[config.mk]
export PLATFORM = sky130hd
export DESIGN_NAME = opas_addr_seq
export DESIGN_NICKNAME = d
export VERILOG_FILES = /design/src/rtl/opas_pkg.sv /design/src/rtl/opas_step_calc.sv /design/src/rtl/opas_addr_alu.sv /design/src/rtl/opas_addr_seq.sv
export SDC_FILE = /design/constraint.sdc
export NUM_CORES = 1
export LEC_CHECK = 0
export ABC_AREA = 1
export CAP_MARGIN = 20
export CELL_PAD_IN_SITES_DETAIL_PLACEMENT = 0
export CELL_PAD_IN_SITES_GLOBAL_PLACEMENT = 2
export CORE_AREA = 2 2 154 156
export CTS_CLUSTER_SIZE = 25
export DETAILED_ROUTE_END_ITERATION = 12
export DIE_AREA = 0 0 156 158
export GPL_ROUTABILITY_DRIVEN = 1
export GPL_TIMING_DRIVEN = 0
export PLACE_DENSITY = 0.78
export SLEW_MARGIN = 20
export SYNTH_ARGS = -nofsm -noshare
export SYNTH_HDL_FRONTEND = slang
export SYNTH_SLANG_ARGS = --single-unit
[constraint.sdc]
create_clock -name clk -period 3.1 [get_ports clk]
set_clock_uncertainty 0.2 [all_clocks]
set_input_delay 0.62 -clock clk [delete_from_list [all_inputs] [get_ports clk]]
set_output_delay 0.62 -clock clk [all_outputs]
set_load 0.005 [all_outputs]
[src/rtl/opas_pkg.sv]
// Shared types for the operand addressing mode sequencer.
// Assumes a 3-bit mode encoding whose values are fixed by the instruction format.
package opas_pkg;

    // Sequencer states
    typedef enum logic [2:0] {
        ST_IDLE  = 3'd0,
        ST_RDREG = 3'd1,
        ST_RDPC  = 3'd2,
        ST_IDX   = 3'd3,
        ST_PTR   = 3'd4,
        ST_WB    = 3'd5,
        ST_DONE  = 3'd6
    } opas_state_e;

    // Addressing modes; the numeric values are decoded from the instruction
    typedef enum logic [2:0] {
        AM_REG      = 3'd0,
        AM_IND      = 3'd1,
        AM_POST     = 3'd2,
        AM_POST_DEF = 3'd3,
        AM_PRE      = 3'd4,
        AM_PRE_DEF  = 3'd5,
        AM_IDX      = 3'd6,
        AM_IDX_DEF  = 3'd7
    } opas_mode_e;

endpackage

[src/rtl/opas_step_calc.sv]
// Step size for register auto-increment and auto-decrement.
// Assumes registers SP_IDX and PC_IDX must stay word aligned.
// Only the plain post-increment and pre-decrement modes can step by one.
module opas_step_calc
    import opas_pkg::*;
#(
    parameter int AW     = 16,
    parameter int RW     = 3,
    parameter int SP_IDX = 6,
    parameter int PC_IDX = 7
) (
    input  opas_mode_e      mode,
    input  logic [RW-1:0]   reg_idx,
    input  logic            byte_op,
    output logic [AW-1:0]   step
);
    localparam logic [AW-1:0] STEP_BYTE = AW'(1);
    localparam logic [AW-1:0] STEP_WORD = AW'(2);

    logic aligned_reg;
    logic step_mode;

    // Pick byte or word stepping from mode, register and operand size
    always_comb begin
        aligned_reg = (reg_idx == RW'(SP_IDX)) || (reg_idx == RW'(PC_IDX));
        step_mode   = (mode == AM_POST) || (mode == AM_PRE);
        step        = (step_mode && byte_op && !aligned_reg) ? STEP_BYTE : STEP_WORD;
    end
endmodule

[src/rtl/opas_addr_alu.sv]
// Modulo 2^AW adder/subtractor used for register stepping and indexing.
// Assumes no carry or borrow is needed outside the block.
module opas_addr_alu #(
    parameter int AW = 16
) (
    input  logic [AW-1:0] a,
    input  logic [AW-1:0] b,
    input  logic          sub,
    output logic [AW-1:0] y
);
    // Wrap-around add or subtract
    always_comb begin
        y = sub ? (a - b) : (a + b);
    end
endmodule

[src/rtl/opas_addr_seq.sv]
// Operand addressing mode sequencer (top).
// Resolves one operand address per start pulse.
// Reads the register file combinationally and fetches index words and
// pointers over a valid/ready read port, where data arrives in the
// accepting cycle. Writes back at most one register.
// Assumes start is asserted only while idle; starts seen while busy are ignored.
module opas_addr_seq
    import opas_pkg::*;
#(
    parameter int AW     = 16,
    parameter int RW     = 3,
    parameter int SP_IDX = 6,
    parameter int PC_IDX = 7
) (
    input  logic          clk,
    input  logic          rst_n,
    input  logic          start,
    input  logic [2:0]    mode,
    input  logic [RW-1:0] reg_sel,
    input  logic          byte_op,
    output logic          done,
    output logic          is_reg,
    output logic [AW-1:0] eff_addr,
    output logic [RW-1:0] rf_raddr,
    input  logic [AW-1:0] rf_rdata,
    output logic          rf_we,
    output logic [RW-1:0] rf_waddr,
    output logic [AW-1:0] rf_wdata,
    output logic          mem_rd_valid,
    input  logic          mem_rd_ready,
    output logic [AW-1:0] mem_rd_addr,
    input  logic [AW-1:0] mem_rd_data
);
    localparam logic [RW-1:0] PC_SEL = RW'(PC_IDX);

    opas_state_e   state_q;
    opas_mode_e    mode_q;
    logic [RW-1:0] reg_q;
    logic          byte_q;
    logic [AW-1:0] rval_q;
    logic [AW-1:0] pc_q;
    logic [AW-1:0] ptr_q;
    logic [RW-1:0] wb_idx_q;
    logic [AW-1:0] wb_val_q;
    logic [AW-1:0] addr_q;
    logic          isreg_q;

    logic [AW-1:0] step;
    logic          step_sub;
    logic [AW-1:0] stepped;
    logic [AW-1:0] idx_base;
    logic [AW-1:0] idx_sum;
    logic          rd_fire;

    // Step size from the latched request
    opas_step_calc #(
        .AW(AW), .RW(RW), .SP_IDX(SP_IDX), .PC_IDX(PC_IDX)
    ) u_step (
        .mode    (mode_q),
        .reg_idx (reg_q),
        .byte_op (byte_q),
        .step    (step)
    );

    // Register stepping: pre-decrement modes subtract, all others add.
    // In ST_RDPC the same adder yields PC + 2.
    always_comb begin
        step_sub = (mode_q == AM_PRE) || (mode_q == AM_PRE_DEF);
    end

    opas_addr_alu #(.AW(AW)) u_step_alu (
        .a   (rf_rdata),
        .b   (step),
        .sub (step_sub),
        .y   (stepped)
    );

    // Index base: the advanced PC when the program counter is selected
    always_comb begin
        idx_base = (reg_q == PC_SEL) ? wb_val_q : rval_q;
    end

    opas_addr_alu #(.AW(AW)) u_idx_alu (
        .a   (idx_base),
        .b   (mem_rd_data),
        .sub (1'b0),
        .y   (idx_sum)
    );

    // Port drive decoded from the state register
    always_comb begin
        rf_raddr     = (state_q == ST_RDPC) ? PC_SEL : reg_q;
        rf_we        = (state_q == ST_WB);
        rf_waddr     = wb_idx_q;
        rf_wdata     = wb_val_q;
        mem_rd_valid = (state_q == ST_IDX) || (state_q == ST_PTR);
        mem_rd_addr  = (state_q == ST_IDX) ? pc_q : ptr_q;
        rd_fire      = mem_rd_valid && mem_rd_ready;
        done         = (state_q == ST_DONE);
        is_reg       = isreg_q;
        eff_addr     = addr_q;
    end

    // Sequencer state and datapath registers
    always_ff @(posedge clk) begin
        if (!rst_n) begin
            state_q  <= ST_IDLE;
            mode_q   <= AM_REG;
            reg_q    <= '0;
            byte_q   <= 1'b0;
            rval_q   <= '0;
            pc_q     <= '0;
            ptr_q    <= '0;
            wb_idx_q <= '0;
            wb_val_q <= '0;
            addr_q   <= '0;
            isreg_q  <= 1'b0;
        end else begin
            case (state_q)
                ST_IDLE: begin
                    if (start) begin
                        mode_q  <= opas_mode_e'(mode);
                        reg_q   <= reg_sel;
                        byte_q  <= byte_op;
                        isreg_q <= 1'b0;
                        state_q <= ST_RDREG;
                    end
                end
                ST_RDREG: begin
                    rval_q <= rf_rdata;
                    case (mode_q)
                        AM_REG: begin
                            addr_q  <= {{(AW-RW){1'b0}}, reg_q};
                            isreg_q <= 1'b1;
                            state_q <= ST_DONE;
                        end
                        AM_IND: begin
                            addr_q  <= rf_rdata;
                            state_q <= ST_DONE;
                        end
                        AM_POST: begin
                            addr_q   <= rf_rdata;
                            wb_idx_q <= reg_q;
                            wb_val_q <= stepped;
                            state_q  <= ST_WB;
                        end
                        AM_POST_DEF: begin
                            ptr_q    <= rf_rdata;
                            wb_idx_q <= reg_q;
                            wb_val_q <= stepped;
                            state_q  <= ST_PTR;
                        end
                        AM_PRE: begin
                            addr_q   <= stepped;
                            wb_idx_q <= reg_q;
                            wb_val_q <= stepped;
                            state_q  <= ST_WB;
                        end
                        AM_PRE_DEF: begin
                            ptr_q    <= stepped;
                            wb_idx_q <= reg_q;
                            wb_val_q <= stepped;
                            state_q  <= ST_PTR;
                        end
                        default: begin
                            state_q <= ST_RDPC;
                        end
                    endcase
                end
                ST_RDPC: begin
                    pc_q     <= rf_rdata;
                    wb_idx_q <= PC_SEL;
                    wb_val_q <= stepped;
                    state_q  <= ST_IDX;
                end
                ST_IDX: begin
                    if (rd_fire) begin
                        if (mode_q == AM_IDX) begin
                            addr_q  <= idx_sum;
                            state_q <= ST_WB;
                        end else begin
                            ptr_q   <= idx_sum;
                            state_q <= ST_PTR;
                        end
                    end
                end
                ST_PTR: begin
                    if (rd_fire) begin
                        addr_q  <= mem_rd_data;
                        state_q <= ST_WB;
                    end
                end
                ST_WB: begin
                    state_q <= ST_DONE;
                end
                default: begin
                    state_q <= ST_IDLE;
                end
            endcase
        end
    end
endmodule

# Word-level counts from Yosys, hierarchy flattened
# Cells that the tools add are included.
# totals
reg_bits	94
output_inout_bits	58
word_cells	89
# classes
reduce_logical	25
n_eq_ne	23
n_mux	27
addsub	3
# ops
operator	count
$mux 16	9
$pmux 16 s2	3
$pmux 16 s3	2
$eq 3x3->1 const B	8
$pmux 3 s6	1
$add 16x16->16	1
$add 16x2->16	1
$sub 16x2->16	1
$mux 3	5
$eq 3x2->1 const B	4
$ne 2x2->1 const B	6
$pmux 3 s3	1
$reduce_or 2->1	4
$eq 3x1->1 const B	2
$logic_not 3->1	2
$pmux 3 s2	1
$reduce_and 3->1	2
$reduce_bool 2->1	3
$reduce_and 5->1	1
$logic_or 1x1->1	4
$ne 4x4->1 const B	1
$reduce_and 2->1	2
$reduce_and 4->1	1
$reduce_or 4->1	1
other kinds (8)	12

# Depth between registers and ports, before layout
# depth
ltp_word	9
depth_mapped	18
ltp_nobuf	18

# By module
# Synthesis repeated with hierarchy kept, for this count alone.
# unflattened
cells_unflattened	1355
area_unflattened_um2	8071.5
# modules_own_cells
module	cells_per_inst	area_each_um2	instances
opas_addr_seq	792	5093.6	1
opas_addr_alu	266	1403.8	2
opas_step_calc	31	170.2	1

# Least setup slack after synthesis
# OpenSTA, ideal clock, no wires.
# synth_path
kind	reg-to-reg
start	register reg_q[1]
end	register addr_q[6], in the netlist eff_addr[6]
path_stages_with_launch	13
path_buffers	1
slack_ns	0.577
period_less_slack_ns	2.523
arrival_time_ns	2.208
path_cell_list	dfxtp_1 nand3_1 inv_1 clkbuf_1 o21ai_0 ha_1 fa_1 nand4_1 nand2_1 or2_2 nand3_1 nand3_1 o21a_1
# synth_via
elab_chain_cells	9
elab_cells_between_ends	15
# synth_rtl
item	line	text
start, declared	opas_addr_seq.sv:38	logic [RW-1:0] reg_q;
start signal, assigned	opas_addr_seq.sv:123	reg_q <= reg_sel;
$eq 3x3->1 (on tied branches)	opas_step_calc.sv:25, opas_addr_seq.sv:80	
$logic_or 1x1->1	opas_step_calc.sv:25	aligned_reg = (reg_idx == RW'(SP_IDX)) || (reg_idx == RW'(PC_IDX));
$logic_not 1->1	opas_step_calc.sv:27	step = (step_mode && byte_op && !aligned_reg) ? STEP_BYTE : STEP_WORD;
$logic_and 1x1->1	opas_step_calc.sv:27	
$mux 2	opas_step_calc.sv:27	
$add 16x2->16 / $sub 16x2->16 (equally long branches)	opas_addr_alu.sv:13	y = sub ? (a - b) : (a + b);
$mux 16	opas_addr_alu.sv:13	
$pmux 16 s3	opas_addr_seq.sv:131	case (mode_q)
$pmux 16 s3 *	opas_addr_seq.sv:119	case (state_q)
end signal, assigned	opas_addr_seq.sv:133	addr_q <= {{(AW-RW){1'b0}}, reg_q};
end signal, assigned	opas_addr_seq.sv:138	addr_q <= rf_rdata;
end signal, assigned	opas_addr_seq.sv:142	addr_q <= rf_rdata;
end, declared	opas_addr_seq.sv:45	logic [AW-1:0] addr_q;
# Every way passes the cells marked *; elsewhere a longest branch is shown, timed or not. The select of a mux whose other input is x is not followed.
# A chain may end at the register's enable or synchronous reset.

# Final worst setup path
# layout_path
start	register state_q[0]
end	output mem_rd_addr[0]
# layout_via
elab_chain_cells	2
# layout_rtl
item	line	text
start, declared	opas_addr_seq.sv:36	opas_state_e state_q;
start signal, assigned	opas_addr_seq.sv:107	state_q <= ST_IDLE;
start signal, assigned	opas_addr_seq.sv:126	state_q <= ST_RDREG;
start signal, assigned	opas_addr_seq.sv:135	state_q <= ST_DONE;
$eq 3x2->1	opas_addr_seq.sv:97	mem_rd_addr = (state_q == ST_IDX) ? pc_q : ptr_q;
$mux 16	opas_addr_seq.sv:97	
end, declared	opas_addr_seq.sv:31	output logic [AW-1:0] mem_rd_addr,
# No other way between the ends.

==> run metrics <==
Row Count 56; H-tree Lvls 3; largest net degree at the start of global routing 18; die height 158 µm; Post-synth ARST share 0%; dpl hpwl 23100 µm; CTS tree yes; leakage 3.95 nW; Max stage delay on crit path 0.54 ns; Max Cap Violations 0; Net Count, Synth 1147; met1 Resource Use GR 31.2%; area share of the largest cell type after synthesis 28.7%; Psw 0.00425 W; routed wire length 28400 µm; Vias/cell 4.86; outcome finished, final reports clean; First-pass DRT Iterations 5; leading area contributor after synthesis dfxtp_1; GRT busiest layer met2; Skew-Pair Late Insertion Delay 0.36 ns; Synth area leaders dfxtp_1 29%, nand2_1 17%, inv_1 9.5%; number of I/O port buffers 99; post-place setup slack -0.368 ns; syn avg cell area 6.12 µm²; grt met2 use 39.3%; Final Hold Viols 0; n_diodes 0; dominant synthesized flop cell dfxtp_1; die width 156 µm; CP max stage cell clkdlybuf4s50_1; crit path cell chain buf_4 -> nand3_4 -> buf_6 -> buf_2 -> nand2_1 -> o21ai_0 -> clkdlybuf4s50_1; vias post-DR 7200; WL per Instance 19.2 µm; Synth Instances 1072; max-slew violation count 0; core area 0.0231 mm²; # DRC 0; period utilization 96.9%; Comb pwr share 62.7%; worst slew pin tran 0.715 ns; Synth cell types 43; #FFs+latches synth 94; Synth Cell Area 0.00657 mm²; setup violators final 0; Setup CP Type reg -> out; GRT overflow 0; HP Class reg -> reg; VDD IR max 302 µV; clk buf depth 2; Pwr Density 1020 mW/mm²; Worst EP required 2.28 ns; switching part of the total 49.6%; Area growth, synth to finish 28.0%; Worst setup EP type output port; nets@finish 1262; Initial Util 28.5%; Root Buffer clkbuf_16; share of layout cells above drive strength 1 8.22%; number of synthesized flops with an enable pin 0; Post-DRT Antenna Nets 0; initial antenna violation count 0; met3 usage 3.18%; Placed Area 0.00792 mm²; Slew Limit Headroom 52.3%; nature of the critical path startpoint flop; Ports 101; Final Cell Area 0.00840 mm²; Period minus WS final 3.01 ns; total global-route track usage 23.3%; final setup margin 0.0949 ns; clock share of power 14.0%; register area share after synthesis 28.7%; Core Util, Final 36.5%; clk sink count 94; P_int 0.00431 W; drt first-iter violations 553; Post-CTS Hold Buffers 0; vias in the first global route 6997; GP Congestion 0.854; Flop pwr share 23.3%; CP Data Arrival Time 2.19 ns; Tot Pwr 0.00856 W; crit path max fanout 10; Synthesis Warnings 0; total CTS buffers 9; Die ar. 0.0246 mm²; Worst-path clk slew 0.08 ns; setup_tns 0 ns; FMAX 333 MHz; first-pass GRT wire length 42300 µm
## final timing paths
kind                                               from                      to  slack [ns]  cells after the start
worst max-delay path            state_q[0]$_SDFFE_PN0P_          mem_rd_addr[0]        0.09                      7
worst min-delay path              pc_q[15]$_SDFFE_PN0P_   pc_q[15]$_SDFFE_PN0P_        0.25                      2
worst max register to register    reg_q[1]$_SDFFE_PN0P_  ptr_q[15]$_SDFFE_PN0P_        0.13                     16
worst min register to register    pc_q[15]$_SDFFE_PN0P_   pc_q[15]$_SDFFE_PN0P_        0.25                      2
## cell usage in the layout (no fill, tap or decap), drive strengths merged, types with 30 or more instances in the layout
master	Yosys	routed
inv	173	176
nand3	68	68
nand2	301	301
o21ai	133	133
nor2	61	61
clkbuf	26	33
ha	30	30
a21oi	99	99
dfxtp	94	94
clkdlybuf4s50	0	99
## area by class of cell
class	count	area, µm²
Multi-Input combinational cell	763	3940
Timing Repair Buffer	104	1040
Buffer	40	211
Sequential cell	94	1890
Tap cell	290	363
Inverter	175	659
Fill cell	2562	14600
Clock buffer	10	229
Clock inverter	6	75.1
## critical path, delay by kind of cell, from the launching register on
family                 cells  cell delay [ns]
buffers and inverters      4             1.16
flip-flops                 1             0.31
AND/OR/NAND/NOR            2             0.25
AO/OA/AOI/OAI              1             0.10
## kinds of logic after synthesis
logic type,Yosys count,synth area share (%)
AO/OA/AOI/OAI,264,21.3
XOR/XNOR,8,1.07
adder cells (fa/ha/maj),32,6.33
buffers and inverters,215,12.8
flip-flops,94,28.7
AND/OR/NAND/NOR,459,29.9
## layer usage
layer | up-vias | routed length, µm
met5 | - | 0
met3 | 35 | 1270
met1 | 3304 | 13300
met4 | 0 | 681
li1 | 3688 | -
met2 | 173 | 13100
## Yosys cell counts, drive strengths merged (3+ instances only)
master,instances
nand2,301
inv,173
o21ai,133
a21oi,99
dfxtp,94
nand3,68
nor2,61
ha,30
clkbuf,26
buf,14
o211ai,12
nor3,11
or2,9
a31oi,8
nand4,4
o21bai,4
xnor2,4
xor2,4
nand3b,3
o21a,3
## timing repair
| item | in CTS | in global routing |
|---|---|---|
| pin swaps | 1 | 3 |
| endpoints found under the setup margin | 36 | 43 |
| buffers inserted | 1 | 4 |
| resized for setup | 25 | 36 |
## through the flow
step,std cells,hold slack [ns]
after global routing,1482,0.273
after global placement,1461,0.234
after CTS,1478,0.251
after floorplan,1072,0.225
after detailed placement,1461,0.239
final,1482,0.249
## power groups by stage
stage,sequential (W),combinational [W],clock [W]
6_report,0.00199,0.00536,0.00120
5_1_grt,0.00205,0.00599,0.00126
4_1_cts,0.00198,0.00524,0.00121
3_5_place_dp,0.00200,0.00515,0
3_3_place_gp,0.00200,0.00516,0
2_1_floorplan,0.00193,0.00320,0
Note: power is estimated with default switching activity, not from simulation.
